### config.mk
export PLATFORM = sky130hd
export DESIGN_NAME = adc_level_watch
export DESIGN_NICKNAME = d
export VERILOG_FILES = /design/src/rtl/adc_level_watch.sv
export SDC_FILE = /design/constraint.sdc
export NUM_CORES = 1
export LEC_CHECK = 0
export ABC_CLOCK_PERIOD_IN_PS = 7690
export BUFFER_PORTS_ARGS = -buffer_cell sky130_fd_sc_hd__buf_2
export CAP_MARGIN = 20
export CORE_MARGIN = 5
export CORE_UTILIZATION = 41
export CTS_CLUSTER_SIZE = 16
export DETAILED_ROUTE_END_ITERATION = 10
export HOLD_SLACK_MARGIN = 0.15
export SLEW_MARGIN = 20
export SYNTH_ARGS = -nofsm -noshare
export SYNTH_HDL_FRONTEND = slang
export SYNTH_SLANG_ARGS = --single-unit
export TNS_END_PERCENT = 100
### constraint.sdc
create_clock -name clk -period 7.69 [get_ports clk]
set_input_delay 1.9225 -clock clk [delete_from_list [all_inputs] [get_ports clk]]
set_output_delay 1.9225 -clock clk [all_outputs]
set_load 0.01 [all_outputs]
### src/rtl/adc_level_watch.sv
module adc_level_watch #(
  parameter int NCH = 2,
  parameter int SW  = 16,
  parameter int TW  = 14,
  parameter int DW  = 32,
  localparam int CW = (NCH > 1) ? $clog2(NCH) : 1
) (
  input  logic           clk,
  input  logic           rst_n,
  input  logic           smp_valid,
  input  logic [SW-1:0]  smp_data,
  input  logic [NCH-1:0] clr,
  input  logic           cfg_wr,
  input  logic [CW-1:0]  cfg_chan,
  input  logic [1:0]     cfg_sel,
  input  logic [DW-1:0]  cfg_data,
  output logic [NCH-1:0] flag
);
  localparam logic [1:0] M_OFF  = 2'd0;
  localparam logic [1:0] M_OVER = 2'd1;
  localparam logic [1:0] M_UNDR = 2'd2;
  localparam logic [1:0] M_HYST = 2'd3;

  logic [SW-1:0] abs_v;
  logic [TW-1:0] mag;
  assign abs_v = smp_data[SW-1] ? -smp_data : smp_data;
  assign mag   = abs_v[SW-1] ? {TW{1'b1}} : abs_v[SW-2 -: TW];

  logic [NCH-1:0][1:0] mode_w;
  logic [NCH-1:0]      over_w, below_w, mwr_w;

  for (genvar c = 0; c < NCH; c++) begin : g_ch
    logic [1:0]    mode_q;
    logic [TW-1:0] up_q, lo_q;
    logic [DW-1:0] dw_q, run_q;
    logic          flg_q;

    wire           sel     = cfg_wr && (cfg_chan == CW'(c));
    wire           mode_wr = sel && (cfg_sel == 2'd0);
    wire           over    = smp_valid && (mag > up_q);
    wire           below   = smp_valid && (mag < lo_q);
    wire [DW-1:0]  run_inc = (&run_q) ? run_q : run_q + DW'(1);
    wire           hit     = below && (run_inc >= dw_q);

    always_ff @(posedge clk) begin
      if (!rst_n) begin
        mode_q <= M_OFF;
        up_q   <= '1;
        lo_q   <= '0;
        dw_q   <= '0;
      end else if (sel) begin
        case (cfg_sel)
          2'd0: mode_q <= cfg_data[1:0];
          2'd1: up_q   <= cfg_data[TW-1:0];
          2'd2: lo_q   <= cfg_data[TW-1:0];
          default: dw_q <= cfg_data[DW-1:0];
        endcase
      end
    end

    always_ff @(posedge clk) begin
      if (!rst_n || mode_wr || mode_q == M_OFF)
        run_q <= '0;
      else if (smp_valid)
        run_q <= below ? run_inc : '0;
    end

    always_ff @(posedge clk) begin
      if (!rst_n || mode_wr) flg_q <= 1'b0;
      else begin
        case (mode_q)
          M_OVER:  flg_q <= over ? 1'b1 : (clr[c] ? 1'b0 : flg_q);
          M_UNDR:  flg_q <= hit  ? 1'b1 : (clr[c] ? 1'b0 : flg_q);
          M_HYST:  flg_q <= over ? 1'b1 : ((hit || clr[c]) ? 1'b0 : flg_q);
          default: flg_q <= 1'b0;
        endcase
      end
    end

    assign flag[c]    = flg_q;
    assign mode_w[c]  = mode_q;
    assign over_w[c]  = over;
    assign below_w[c] = below;
    assign mwr_w[c]   = mode_wr;
  end
endmodule

==> results by group <==
Global route
  – Vias in the first global route: 10,200
  – First-pass GRT wire length: ~53,000 um
  – GR Util met1: 0.263
  – Grt total ovfl: 0
  – Tot GR Track Use: 0.195
  – M2 GR Usage: 0.324
  – GRT met3 Usage: 0.0330
  – Largest net degree at the start of global routing: slightly below 90
  – Initial antenna violation count: 0
  – GR peak layer: met2

Drt
  – DRC errors left: 0
  – Avg Vias per Cell: between 5 and 6
  – Drt total wl: 31,900 um
  – Remaining antenna violation count: 0
  – Initial DRC count: roughly 660
  – Detailed Routing Iterations Pass 1: 6
  – Vias post-DR: 10,500
  – Wire per inst: 16.3 um

Floorplan
  – Starting Density: 0.418
  – Cell row count: 62
  – I/O pin cnt: 59
  – DIE HEIGHT: ~180 um
  – Die ar.: ~33,000 um^2
  – Chip Width: about 180 um
  – Total core area: between 20,000 and 30,000 um^2

Synthesis
  – Syn Inst Count: about 1,600
  – Mapped Area: about 12,000 um^2
  – Synth area leader: dfxtp_1
  – Most frequent cells after synthesis: 320 x nand2_1, 190 x dfxtp_1, 136 x inv_1
  – Synth cell types: slightly below 70
  – Async S/R FF share, synth: 0
  – Primary FF master, synth: dfxtp_1
  – Synth warn: 0
  – Synth top area cells: dfxtp_1 32%, ha_1 13%, nand2_1 10%
  – Syn_nets: 1,734
  – Seq/Total Area, Yosys: 0.316
  – Most common cell in the netlist: nand2_1
  – Synth Area per Inst: a little under 8 um^2
  – Synthesis-stage register bit count: between 150 and 200
  – EDFF count, synth: 0
  – Share of the synthesized area in the top cell type: 0.316

Worst setup path
  – R2R Path Start: g_ch[1].run_q[16]
  – Crit. Startpoint: smp_data[1]
  – R2r endpoint: g_ch[1].flg_q
  – CP required: roughly 8000 ps
  – R2R Setup Slk: 2860 ps
  – CP Capture Type: register
  – Startpoint types: input port
  – Crit path to: g_ch[1].run_q[28]
  – Critical Path AT: ~6400 ps
  – R2R depth: 16
  – Crit path max fanout: 18
  – CP Class: in2reg

Timing
  – Crit share post-route: 0.797
  – Slew of the pin with the lowest slew margin: about 1100 ps
  – Final worst slack: roughly 1600 ps
  – Worst slew margin: 0.247
  – RSZ-0062 raised after global routing: no
  – Post-layout min period: about 6000 ps
  – Clock skew: around 19 ps
  – TNS Setup: 0 ps
  – Final setup vio count: 0
  – Final Hold Viols: 0
  – Fmax: 0.163 GHz
  – Slew Viols, Final: 0

CTS
  – Clock sink total: 190
  – Clk Latency, worst-skew pair: between 400 and 500 ps
  – Post-CTS setup buffer count: 0
  – Clock slew seen by the registers of the worst setup and hold paths: 70 ps
  – Hold_buf cts: 0
  – CTS tree: done
  – H-tree levels: 4
  – Root buf cell: clkbuf_16
  – # resized after CTS: 0
  – Worst-case clock buffer depth: 2
  – Total CTS buffers: 17

Worst hold path
  – Worst hold path type: reg2reg
  – Worst hold start: g_ch[0].dw_q[12]

Place
  – Post-DP HPWL: 23,400 um
  – Final GP Congestion: between 0.8 and 0.9
  – Post-Place Setup Slack: 1150 ps
  – Number of I/O port buffers: 58

Cells and area
  – Area Growth Syn to Fin: 9.52%
  – Ant. Diodes: 0
  – Layout Nets: roughly 1,700
  – Share of cells above drive strength 1: 0.0755

Flow run
  – Max-Cap Viols: 0

Status
  – Status: finished clean

Pwr
  – Pwr per Cell Area: ~170 nW/um^2
  – Leakage: 5.28 nW
  – Worst IR Drop VDD: approximately 150 uV
==> routing by layer <==
layer / share of wire / up-vias
met5: 0 / -
met4: 0.018 / 0
met3: 0.048 / 40
met2: 0.46 / 238
met1: 0.48 / 4843
li1: - / 5372
==> worst max-delay path, stage by stage <==
cell      delay [ps]
buf_2            110
or3_1            410
or4_1            660
or2_2            460
inv_1             80
a211oi_1          50
a31oi_1          430
ha_1             190
nand4_1          100
or3_1            400
nor4_1           280
a211o_2          360
or2_1            650
a21oi_1           80
o21ai_1          150
o31ai_1           80
==> metrics by stage <==
stage | hold WS, ps | instances | power, mW | cell area [um^2] | utilization
after floorplan | 439 | 1550 | 1.18 | 12100 | -
after global placement | 450 | 1929 | 1.26 | 12600 | 0.436
after detailed placement | 459 | 1929 | 1.27 | 12600 | 0.436
after CTS | 468 | 1961 | 2.21 | 13200 | 0.457
after global routing | 480 | 1961 | 2.29 | 13200 | 0.457
final | 464 | 1961 | 2.19 | 13200 | 0.457
==> sequential cells by signal (all words and copies together) (netlist names) <==
name	count
g_ch.mode_q	4
g_ch.flg_q	2
g_ch.lo_q	28
g_ch.dw_q	64
g_ch.run_q	64
g_ch.up_q	28
==> final cells by class <==
type                       count  area (um^2)
fill                        2920        15700
clock buffer                  20          447
clock inverter                12          161
sequential                   190         3800
multi-input combinational   1151         7430
inverter                     136          510
tap                          384          480
timing repair buffer          68          368
==> where the power goes <==
group,switching [mW],internal (mW),total (mW)
Combinational,0.155,0.0871,0.242
Clock,0.416,0.524,0.940
Sequential,0.00782,1.00,1.01
Total,0.579,1.61,2.19
==> how the worst min path moves through the flow <==
| stage | end | slack [ps] | cells past startpoint |
|---|---|---|---|
| 3_5_place_dp | g_ch[0].dw_q[13] | 460 | 2 |
| 2_1_floorplan | g_ch[0].run_q[11] | 440 | 1 |
| 5_1_grt | g_ch[0].lo_q[8] | 480 | 2 |
| 6_report | g_ch[0].dw_q[12] | 460 | 2 |
| 3_3_place_gp | g_ch[0].run_q[11] | 450 | 1 |
| 4_1_cts | g_ch[0].dw_q[13] | 470 | 2 |
==> cell usage in the layout, fill, tap and decap left out, types with 6 or more instances in the layout <==
cell	n
nor2_1	66
and2_1	9
nand2_1	320
a211oi_1	7
ha_1	127
nor3_1	25
o21a_1	6
buf_4	11
a21o_1	21
or3_1	12
and4_1	9
nand3_1	38
nand2b_1	11
o211ai_1	29
and3_1	15
clkbuf_16	17
nor2b_1	13
dfxtp_1	190
o31ai_1	18
nor4_1	6
buf_2	57
xor2_1	29
a22o_1	10
nand4_1	23
mux2i_1	8
xnor2_1	41
o21ai_1	21
o21ai_0	34
a21boi_0	93
a31oi_1	12
inv_1	136
a21oi_1	76
==> logic make-up (layout without fill, tap and decap cells) <==
group,Yosys count,count (layout),share of synthesized area
and+or+nand+nor,580,580,0.220
AOI/OAI and AO/OA,365,365,0.205
buffers and inverters,209,236,0.0688
DFF,190,190,0.316
adders and majority gates,127,127,0.132
xor gates and xnor gates,70,70,0.0509
muxes,9,9,0.00758
Note: power is estimated with default switching activity, not from simulation.
